## src/rtl/tif_pkg.sv

```systemverilog
package tif_pkg;
  localparam int REG_W = 8;
  localparam int NCMP  = 3;
  localparam int NSRC  = NCMP + 2;
  localparam int SRC_OVF = 0;
  localparam int SRC_CAP = NSRC - 1;
  localparam int CAP_POS = 5;
  localparam logic [REG_W-1:0] LAYOUT_MASK = 8'h2F;

  function automatic int src_pos(input int idx);
    return (idx == SRC_CAP) ? CAP_POS : idx;
  endfunction
endpackage

```

## src/rtl/tif_cmp_delay.sv

```systemverilog
module tif_cmp_delay #(
  parameter int N = 3
) (
  input  logic         clk,
  input  logic         rst_n,
  input  logic         tick,
  input  logic [N-1:0] match_i,
  input  logic [N-1:0] force_i,
  output logic [N-1:0] set_o
);
  logic [N-1:0] pend_q;

  for (genvar c = 0; c < N; c++) begin : g_ch
    always_ff @(posedge clk) begin
      if (!rst_n)    pend_q[c] <= 1'b0;
      else if (tick) pend_q[c] <= match_i[c] & ~force_i[c];
    end

    assign set_o[c] = tick & pend_q[c];

    assert_force_blocks_R6: assert property (@(posedge clk) disable iff (!rst_n)
      (tick && force_i[c]) |=> !pend_q[c]);
    assert_hold_idle_R11: assert property (@(posedge clk) disable iff (!rst_n)
      !tick |=> $stable(pend_q[c]));
  end
endmodule

```

## src/rtl/tif_flag_cell.sv

```systemverilog
module tif_flag_cell (
  input  logic clk,
  input  logic rst_n,
  input  logic set_i,
  input  logic clr_i,
  output logic flag_o
);
  logic flag_q;

  always_ff @(posedge clk) begin
    if (!rst_n)     flag_q <= 1'b0;
    else if (set_i) flag_q <= 1'b1;
    else if (clr_i) flag_q <= 1'b0;
  end

  assign flag_o = flag_q;

  assert_set_wins_R10: assert property (@(posedge clk) disable iff (!rst_n)
    set_i |=> flag_q);
  assert_clear_R3: assert property (@(posedge clk) disable iff (!rst_n)
    (clr_i && !set_i) |=> !flag_q);
endmodule

```

## src/rtl/tmr_irq_flags.sv

```systemverilog
module tmr_irq_flags
  import tif_pkg::*;
(
  input  logic             clk,
  input  logic             rst_n,
  input  logic             tick,
  input  logic [NCMP-1:0]  cmp_match,
  input  logic [NCMP-1:0]  cmp_force,
  input  logic             cap_edge,
  input  logic             cnt_top,
  input  logic             top_is_cap,
  input  logic             ovf,
  input  logic             wr_en,
  input  logic             wr_sel,
  input  logic [REG_W-1:0] wr_data,
  input  logic             gie,
  input  logic [NSRC-1:0]  ack,
  output logic [NSRC-1:0]  irq_req,
  output logic [REG_W-1:0] flag_byte,
  output logic [REG_W-1:0] en_byte
);
  logic [NCMP-1:0] cmp_set;
  logic [NSRC-1:0] set_src;
  logic [NSRC-1:0] clr_src;
  logic [NSRC-1:0] flag_q;
  logic [NSRC-1:0] en_q;
  logic            flag_wr;
  logic            en_wr;

  assign flag_wr = wr_en & ~wr_sel;
  assign en_wr   = wr_en &  wr_sel;

  tif_cmp_delay #(.N(NCMP)) u_cmp (
    .clk    (clk),
    .rst_n  (rst_n),
    .tick   (tick),
    .match_i(cmp_match),
    .force_i(cmp_force),
    .set_o  (cmp_set)
  );

  always_comb begin
    set_src                 = '0;
    set_src[SRC_OVF]        = tick & ovf;
    set_src[NCMP:1]         = cmp_set;
    set_src[SRC_CAP]        = tick & (top_is_cap ? cnt_top : cap_edge);
  end

  for (genvar i = 0; i < NSRC; i++) begin : g_src
    localparam int POS = src_pos(i);

    assign clr_src[i] = ack[i] | (flag_wr & wr_data[POS]);

    tif_flag_cell u_cell (
      .clk   (clk),
      .rst_n (rst_n),
      .set_i (set_src[i]),
      .clr_i (clr_src[i]),
      .flag_o(flag_q[i])
    );

    always_ff @(posedge clk) begin
      if (!rst_n)     en_q[i] <= 1'b0;
      else if (en_wr) en_q[i] <= wr_data[POS];
    end

    assign irq_req[i] = gie & en_q[i] & flag_q[i];

    assert_irq_needs_flag_R9: assert property (@(posedge clk) disable iff (!rst_n)
      irq_req[i] |-> (flag_byte[POS] && en_byte[POS] && gie));
    assert_ack_clears_R4: assert property (@(posedge clk) disable iff (!rst_n)
      (ack[i] && !set_src[i]) |=> !flag_byte[POS]);
  end

  always_comb begin
    flag_byte = '0;
    en_byte   = '0;
    for (int i = 0; i < NSRC; i++) begin
      flag_byte[src_pos(i)] = flag_q[i];
      en_byte[src_pos(i)]   = en_q[i];
    end
  end

  assert_reserved_zero_R2: assert property (@(posedge clk) disable iff (!rst_n)
    ((flag_byte | en_byte) & ~LAYOUT_MASK) == '0);
  assert_idle_stable_R11: assert property (@(posedge clk) disable iff (!rst_n)
    (!tick && !wr_en && ack == '0) |=> $stable(flag_byte));
  assert_no_gie_R9: assert property (@(posedge clk) disable iff (!rst_n)
    !gie |-> irq_req == '0);
endmodule

```

## config.mk

```make
export PLATFORM = sky130hd
export DESIGN_NAME = tmr_irq_flags
export DESIGN_NICKNAME = d
export VERILOG_FILES = /design/src/rtl/tif_pkg.sv /design/src/rtl/tif_cmp_delay.sv /design/src/rtl/tif_flag_cell.sv /design/src/rtl/tmr_irq_flags.sv
export SDC_FILE = /design/constraint.sdc
export NUM_CORES = 1
export LEC_CHECK = 0
export BUFFER_PORTS_ARGS = -buffer_cell sky130_fd_sc_hd__buf_2
export CELL_PAD_IN_SITES_DETAIL_PLACEMENT = 2
export CELL_PAD_IN_SITES_GLOBAL_PLACEMENT = 2
export CORE_MARGIN = 10
export CORE_UTILIZATION = 23
export CTS_BUF_LIST = sky130_fd_sc_hd__clkbuf_8
export DETAILED_ROUTE_END_ITERATION = 7
export MAX_ROUTING_LAYER = met4
export PLACE_DENSITY_LB_ADDON = 0.1
export SLEW_MARGIN = 15
export SYNTH_ARGS = -nofsm -noshare
export SYNTH_HDL_FRONTEND = slang
export SYNTH_SLANG_ARGS = --single-unit
```

## constraint.sdc

```tcl
create_clock -name clk -period 0.8 [get_ports clk]
set_input_delay 0.12 -clock clk [delete_from_list [all_inputs] [get_ports clk]]
set_output_delay 0.12 -clock clk [all_outputs]
set_load 0.03 [all_outputs]
```

* After elaboration in Yosys (flattened, before gate mapping)
Index checks and enable logic that the tools add are counted.
** Storage, ports and cells
- Flip-flop bits (word level) :: 13
- Output and inout port bits :: 21
** Cells by class
- Bitwise logic cells :: 34
- Reductions and logical operators :: 5
- Muxes and demuxes :: 11
** Operator list (number)
- $and A1 B1 Y1 :: 25
- $mux W1 :: 11
- $reduce_bool A2 Y1 :: 5
- $or A1 B1 Y1 :: 5
- $not A1 Y1 :: 4

* Depth between registers and ports, before layout
Gate-level depths: netlist of the first run.
- Depth after elaboration :: 6
- Mapped depth :: 4
- Mapped depth without buffers :: 2

* Modules after synthesis
From an unflattened synthesis of the first run, not the netlist that was laid out.
** Unflattened totals
- Cells, all modules :: 73
- Area, all modules :: 691.9 um^2
** By module, submodules not included
- tmr_irq_flags :: cells each 43, area each 342.8 um^2, times used 1, seq. area each 100.1 um^2
- tif_flag_cell :: cells each 3, area each 41.3 um^2, times used 5, seq. area each 20.0 um^2
- tif_cmp_delay :: cells each 15, area each 142.6 um^2, times used 1, seq. area each 60.1 um^2

* Least setup slack after synthesis of the first run
Ideal clock, no wire load.
- Path type :: register to output
- Start point :: reg en_q[2], in the netlist en_byte[2]
- End point :: out irq_req[2]
- Cell stages (with the launch flop) :: 2
- Arrival time :: 0.875 ns
- Slack :: -0.195 ns
- Cell sequence :: dfxtp_1 -> and3_1
** Between the ends
- Longest elaborated chain between the ends :: 2
** RTL lines
- from (decl) :: line tmr_irq_flags.sv:26 : logic [NSRC-1:0] en_q;
- from (signal, indexed assignment) :: line tmr_irq_flags.sv:64 : else if (en_wr) en_q[i] <= wr_data[POS];
- $and A1 B1 Y1 (2 in series) :: line tmr_irq_flags.sv:67 : assign irq_req[i] = gie & en_q[i] & flag_q[i];
- to (decl) :: line tmr_irq_flags.sv:18 : output logic [NSRC-1:0] irq_req,
No other way between the ends.

* Final worst setup path of the first run
Same ends and word-level chain as after synthesis.

==> results.tsv, run 1 <==
stage	metric	value	unit
outcome	run status	finished with violations	
outcome	failing checks	setup timing	
placement	post-placement worst setup slack	-82.3	ps
setup_path	Worst Setup End Kind	primary output	
timing	Fmax	978	MHz
die	I/O pin cnt	50	
setup_path	Data required, critical path	680	ps
routing	number of antenna-violating nets in the routed design	0	
finish	ANT cells	0	
routing	WL met1	1110	um
yosys	leading post-synthesis cells by instance count	sky130_fd_sc_hd__dfxtp_1 (13), sky130_fd_sc_hd__buf_4 (11), sky130_fd_sc_hd__and3_1 (10), sky130_fd_sc_hd__a21boi_0 (8), sky130_fd_sc_hd__nand3b_1 (7)	
die	Chip Height	77.4	um
setup_path	Startpoint Class	register	
power	proportion of power drawn by flip-flops and latches	0.422	
clock_network	latest clock arrival within the worst-skew pair	240	ps
routing	ratio of routed vias to standard cells	4.33	
global_routing	GR Overflow Total	0	
global_routing	maximum number of pins on one net before global-route repair	16	
yosys	average cell area after synthesis	9.46	um^2
timing	crit share post-route	1.28	
finish	post-route insts no fill	172	
yosys	share of Yosys cell area claimed by the top area cell type	0.344	
job	max_cap viols	0	
power	leakage power total	0.590	nW
timing	pins over their slew limit	0	
finish	net count of the finished layout	158	
power	largest vdd supply drop	0.676	mV
clock_network	CTS sink cnt	13	
yosys	Area contributors post-synth	sky130_fd_sc_hd__dfxtp_1 (34%), sky130_fd_sc_hd__buf_4 (11%), sky130_fd_sc_hd__and3_1 (8.3%)	
hold_path	worst hold path type	input port to register	
routing	number of design-rule violations left by the first detailed-router iteration	42	
routing	total met3 wirelength after detailed routing	207	um
routing	DR pass1 iterations	3	
yosys	library cell with the largest summed area after synthesis	sky130_fd_sc_hd__dfxtp_1	
routing	highest metal layer with signal wires	met4	
timing	Final Setup Violations	17	
power	switching share of power	0.272	
placement	Port Buffers	40	
die	initial cell density of the core	0.244	
yosys	number of register bits inferred by synthesis	13	
yosys	instance count of the mapped netlist	80	
finish	area of the multi-input gates	409	um^2
hold_path	min-delay src	ack[4]	
setup_path	CP Launch Point	en_byte[2]	
global_routing	initial antenna violation count	0	
power	Int Power	1.20	mW
routing	overall routed net length	2670	um
yosys	cell with the most instances after synthesis	sky130_fd_sc_hd__dfxtp_1	
setup_path	launch point of the worst reg-to-reg path	en_byte[5]	
power	clock share of power	0.351	
timing	final setup skew	2.56	ps
routing	wire length per cell after detailed routing	15.5	um
setup_path	data arrival time of the worst path	900	ps
clock_network	count of hold-fix buffers inserted at cts	0	
die	number of cell rows	20	
finish	proportion of layout cells with a drive suffix above 1	0.617	
setup_path	CP Class	register to primary output	
global_routing	overall routing resource usage	0.0939	
clock_network	number of CTS-inserted buffers	3	
power	combinational group share of total power	0.227	
clock_network	number of H-tree branching levels	1	
yosys	sequential fraction of the synthesis area	0.344	
yosys	share of synthesized flip-flops with an asynchronous set or reset	0	
placement	DPL Wire Length	2040	um
setup_path	maximum net fanout on the critical path	3	
timing	setup repair after global routing missed its margin	yes	
timing	final worst slack	-223	ps
clock_network	CTS tree	yes	
timing	post-layout min period	1020	ps
power	PwrDens	1330	nW/um^2
global_routing	global-route wire length before repair	4390	um
finish	Layout fillers	349	
global_routing	vias in the first global route	874	
finish	area used by sequential logic in the layout	273	um^2
die	Die X	77.4	um
placement	number of placed cells counting well taps	160	
timing	number of hold violations in the final report	0	
finish	area growth from synthesis to layout	63.6	%
timing	worst hold margin	86.0	ps
power	switching power of the nets	0.450	mW
yosys	most used flip-flop cell after synthesis	sky130_fd_sc_hd__dfxtp_1	
yosys	number of enable flip-flop cells after synthesis	0	
yosys	number of distinct library cells after synthesis	16	
die	Core Box Area	3100	um^2
clock_network	clock transition at the register clock pins on the worst setup and hold paths after CTS	60	ps
routing	vias	744	
die	Die Outline Area	5990	um^2
yosys	post-synth design cell area	757	um^2
yosys	Ys Warns	0	
routing	Post-route DRC	0	
placement	final estimated routing congestion in global placement	0.674	
clock_network	Clock Path Buffers	2	
clock_network	clock root buffer master	sky130_fd_sc_hd__clkbuf_8	
routing	sum of met2 wire segment lengths after detailed routing	1310	um
final timing paths:
kind / end / slack (ps) / cells after the start
hold reg to reg: g_src[1].u_cell.flag_o / 470 / 2
setup / recovery: irq_req[2] / -220 / 2
setup reg to reg: en_byte[5] / -40 / 3
hold / removal: g_src[4].u_cell.flag_o / 90 / 2
layout by cell type (no fill, tap or decap), drive strengths merged:
cell    synthesis  final
nand3           4      4
buf            16     55
nand3b          7      7
and3b           5      5
and3           10     10
o32ai           1      1
conb            1      6
nand2b          3      3
o21a            5      5
a21boi          8      8
dfxtp          13     13
o21ai           4      4
clkbuf          0      3
inv             0      1
mux2i           1      1
nand2           2      2
stage by stage:
stage	TNS (ps)	util	power, mW	instance area (um^2)
after floorplan	-24.0	-	0.930	803
after detailed placement	-103	0.317	1.02	985
after CTS	-2270	0.379	1.65	1170
final	-2240	0.399	1.65	1240
after global routing	-2980	0.399	1.76	1240
after global placement	-45.8	0.317	1.01	985
cell families (layout without fill, tap and decap cells):
family / Yosys count / after routing / share of synthesized area
other: 1 / 6 / 0.00495
AND/OR/NAND/NOR: 31 / 31 / 0.278
flip-flops: 13 / 13 / 0.344
buffers and inverters: 16 / 59 / 0.183
AO/OA/AOI/OAI: 18 / 18 / 0.177
multiplexers: 1 / 1 / 0.0132
power by group through the flow:
| stage | sequential [mW] | clock (mW) | combinational [mW] |
|---|---|---|---|
| finish | 0.698 | 0.581 | 0.375 |
| CTS | 0.697 | 0.606 | 0.352 |
| global route | 0.702 | 0.650 | 0.411 |
| global placement | 0.706 | 0 | 0.303 |
| floorplan | 0.727 | 0 | 0.203 |
| detailed placement | 0.707 | 0 | 0.309 |
sequential cells by signal (all words and copies together), names as in the netlist:
signal / flops
en_byte: 5
u_cmp.pend_q: 3
g_src.u_cell.flag_o: 5
worst max-delay path, cell delays in order, from the launching register on:
cell                      delay [ps]
sky130_fd_sc_hd__dfxtp_2         340
sky130_fd_sc_hd__and3_4          190
sky130_fd_sc_hd__buf_6           130
metal layers:
layer | vias up | GRT usage
met2 | 33 | 0.151
met1 | 345 | 0.0972
met4 | 0 | 0.0328
met5 | - | -
met3 | 4 | 0.0484
li1 | 362 | -
final cells by class:
type                    instances  area share
repair buffers                 55       0.369
multi-input cells              56       0.330
flip-flops and latches         13       0.220
well taps                      44      0.0444
clock buffers                   3      0.0333
clock inverters                 1     0.00303
what timing repair did:
item	4_1_cts	5_1_grt
buffers inserted	4	4
pin swaps	2	4
gates resized for setup	39	9
hold endpoints to repair	0	0
endpoints found under the setup margin	15	19
gates cloned	0	0
(Power assumes the default switching activity.)
==> run 2: changes to the inputs <==
--- a/config.mk
+++ b/config.mk
@@ -5,15 +5,17 @@
 export SDC_FILE = /design/constraint.sdc
 export NUM_CORES = 1
 export LEC_CHECK = 0
+export ABC_AREA = 1
 export BUFFER_PORTS_ARGS = -buffer_cell sky130_fd_sc_hd__buf_2
 export CELL_PAD_IN_SITES_DETAIL_PLACEMENT = 2
 export CELL_PAD_IN_SITES_GLOBAL_PLACEMENT = 2
 export CORE_MARGIN = 10
-export CORE_UTILIZATION = 23
+export CORE_UTILIZATION = 19
 export CTS_BUF_LIST = sky130_fd_sc_hd__clkbuf_8
+export CTS_CLUSTER_SIZE = 40
 export DETAILED_ROUTE_END_ITERATION = 7
 export MAX_ROUTING_LAYER = met4
-export PLACE_DENSITY_LB_ADDON = 0.1
+export PLACE_DENSITY_LB_ADDON = 0.25
 export SLEW_MARGIN = 15
 export SYNTH_ARGS = -nofsm -noshare
 export SYNTH_HDL_FRONTEND = slang
==> run 2 against run 1 <==
Effect of this change: the flow still finishes with violations (setup timing); combinational power rose by 17%; synthesized area fell by 11%; register-to-register slack gained 30 ps; setup slack got worse by 68 ps; power up 5.0%; sequential share of layout area grew 2.0 points; final area shrank 2.4%; critical endpoint unchanged; highest routed layer unchanged.
==> results.tsv, run 2 <==
stage	metric	value	unit	change
clock_network	clock root buffer master	sky130_fd_sc_hd__clkbuf_8		
placement	DPL Wire Length	2120	um	+3.8%
power	PwrDens	1440	nW/um^2	+7.7%
timing	Final Setup Violations	16		-1
yosys	sequential fraction of the synthesis area	0.387		+0.0428
finish	post-route insts no fill	192		+12%
finish	proportion of layout cells with a drive suffix above 1	0.603		-0.0144
placement	Port Buffers	40		unchanged
routing	number of antenna-violating nets in the routed design	0		unchanged
setup_path	Data required, critical path	680	ps	about the same
setup_path	CP Class	register to primary output		
die	Chip Height	79.5	um	+2.8%
global_routing	maximum number of pins on one net before global-route repair	12		-4
timing	final setup skew	0.0691	ps	-2.49 ps
setup_path	data arrival time of the worst path	970	ps	+70 ps
clock_network	number of CTS-inserted buffers	3		unchanged
yosys	library cell with the largest summed area after synthesis	sky130_fd_sc_hd__dfxtp_1		
setup_path	launch point of the worst reg-to-reg path	en_byte[2]		
global_routing	global-route wire length before repair	4160	um	-5.2%
routing	Post-route DRC	0		unchanged
routing	overall routed net length	2610	um	-2.3%
power	leakage power total	0.594	nW	+0.71%
die	Die Outline Area	6320	um^2	+5.6%
yosys	share of synthesized flip-flops with an asynchronous set or reset	0		unchanged
yosys	number of enable flip-flop cells after synthesis	0		unchanged
clock_network	latest clock arrival within the worst-skew pair	240	ps	about the same
placement	final estimated routing congestion in global placement	0.678		+0.58%
setup_path	crit path to	irq_req[2]		
yosys	cell with the most instances after synthesis	sky130_fd_sc_hd__nand2_1		
setup_path	CP Launch Point	en_byte[2]		
finish	net count of the finished layout	176		+11%
global_routing	initial antenna violation count	0		unchanged
setup_path	sequence of cells on the critical path	inv_4 -> nor3_4 -> buf_6		
routing	vias	776		+4.3%
setup_path	crit-path max cell delay	360	ps	+20 ps
clock_network	clock transition at the register clock pins on the worst setup and hold paths after CTS	60	ps	about the same
yosys	leading post-synthesis cells by instance count	sky130_fd_sc_hd__nand2_1 (16), sky130_fd_sc_hd__inv_1 (15), sky130_fd_sc_hd__dfxtp_1 (13)		
timing	post-layout min period	1090	ps	+67.7 ps
yosys	number of register bits inferred by synthesis	13		unchanged
timing	setup repair after global routing missed its margin	yes		
timing	pins over their slew limit	0		unchanged
yosys	post-synth design cell area	673	um^2	-11%
clock_network	CTS tree	yes		
die	Die X	79.5	um	+2.8%
timing	number of hold violations in the final report	0		unchanged
finish	area growth from synthesis to layout	79.6	%	
routing	number of design-rule violations left by the first detailed-router iteration	9		-79%
setup_path	slack of the worst reg-to-reg path	-10	ps	+30 ps
clock_network	Clock Path Buffers	2		unchanged
yosys	Ys Warns	0		unchanged
setup_path	reg2reg end	en_byte[2]		
routing	DR pass1 iterations	2		-1
power	largest vdd supply drop	0.450	mV	-33%
yosys	average cell area after synthesis	6.73	um^2	-29%
timing	final worst slack	-290	ps	-67.7 ps
global_routing	overall routing resource usage	0.0835		-0.0104
hold_path	worst hold path type	input port to register		
finish	end-of-flow core utilization	0.357		-0.0426
setup_path	worst-path cell with the longest stage delay	sky130_fd_sc_hd__dfxtp_4		
yosys	instance count of the mapped netlist	100		+25%
die	I/O pin cnt	50		unchanged
yosys	number of distinct library cells after synthesis	14		-2
finish	most common cell after layout, fill and taps aside	sky130_fd_sc_hd__buf_2		
die	Core Box Area	3390	um^2	+9.2%
clock_network	count of hold-fix buffers inserted at cts	0		unchanged
clock_network	number of H-tree branching levels	1		unchanged
power	Final Power	1.74	mW	+5.0%
setup_path	Worst Setup End Kind	primary output		
global_routing	vias in the first global route	869		-0.57%
die	initial cell density of the core	0.199		-0.0454
finish	ANT cells	0		unchanged
placement	number of placed cells counting well taps	185		+16%
global_routing	GR Overflow Total	0		unchanged
outcome	run status	finished with violations		
clock_network	CTS sink cnt	13		unchanged
finish	most used cells in the layout excluding fill and tap cells	sky130_fd_sc_hd__buf_2 (25), sky130_fd_sc_hd__buf_6 (20), sky130_fd_sc_hd__nand2_1 (14)		
yosys	Area contributors post-synth	sky130_fd_sc_hd__dfxtp_1 (39%), sky130_fd_sc_hd__buf_4 (12%), sky130_fd_sc_hd__nand2_1 (8.9%)		
yosys	share of Yosys cell area claimed by the top area cell type	0.387		+0.0428
timing	crit share post-route	1.36		+0.0846
setup_path	cell count of the worst reg-to-reg path	4		+1
yosys	most used flip-flop cell after synthesis	sky130_fd_sc_hd__dfxtp_1		
job	max_cap viols	0		unchanged
die	number of cell rows	21		+5.0%
routing	wire length per cell after detailed routing	13.6	um	-12%
routing	ratio of routed vias to standard cells	4.04		-6.6%
outcome	failing checks	setup timing		
setup_path	maximum net fanout on the critical path	2		-1
setup_path	Startpoint Class	register		
timing	Fmax	917	MHz	-6.2%
-- run 2: worst min-delay path by stage --
stage | start | cells past startpoint | end
CTS | cmp_match[0] | 3 | u_cmp.pend_q[0]
finish | ovf | 3 | g_src[0].u_cell.flag_o
floorplan | rst_n | 2 | en_byte[0]
detailed placement | cmp_match[0] | 3 | u_cmp.pend_q[0]
global route | ovf | 3 | g_src[0].u_cell.flag_o
global placement | cmp_force[2] | 4 | u_cmp.pend_q[2]
-- run 2: what timing repair did --
item	in CTS	in global routing
gates cloned	0	0
gates resized for setup	38	19
buffers inserted	0	4
pin swaps	4	4
setup endpoints to repair	17	19
-- run 2: logic make-up after synthesis --
kind of cell,share of synthesized area
other cells,0.00557
flops,0.387
buf+inv,0.232
compound gates,0.141
simple gates,0.234
-- run 2: stage by stage --
step / hold WS, ps / worst slack [ps] / instance area, um^2 / TNS, ps
6_report: 130 / -290 / 1210 / -2310
5_1_grt: 133 / -327 / 1210 / -2870
4_1_cts: 126 / -285 / 1130 / -2320
3_5_place_dp: 382 / -119 / 985 / -473
3_3_place_gp: 371 / -82.0 / 985 / -386
2_1_floorplan: 249 / -92.5 / 769 / -267
-- run 2: area by class of cell --
cell class / count / area [um^2]
well taps: 46 / 57.6
clock buffers: 3 / 41.3
fillers: 390 / 2180
clock inverters: 1 / 3.75
repair buffers: 49 / 380
multi-input cells: 62 / 362
flip-flops and latches: 13 / 290
inverters: 18 / 73.8
-- run 2: metal layers --
layer / global-route usage / wire [um]
met2: 0.142 / 1360
met3: 0.0225 / 140
met4: 0.0215 / 7
met1: 0.0936 / 1110
met5: - / 0
-- run 2: critical path: cells and delay by family (launching register included) --
family        cells  cell delay, ps
buf+inv           2             190
flops             1             360
simple gates      1             170
-- run 2: power breakdown --
group          switching (mW)  total [mW]  internal (mW)  leakage [nW]
Sequential             0.0379       0.718          0.680         0.113
Combinational           0.254       0.438          0.184         0.455
Clock                   0.243       0.581          0.339        0.0269
Total                   0.535        1.74           1.20         0.594
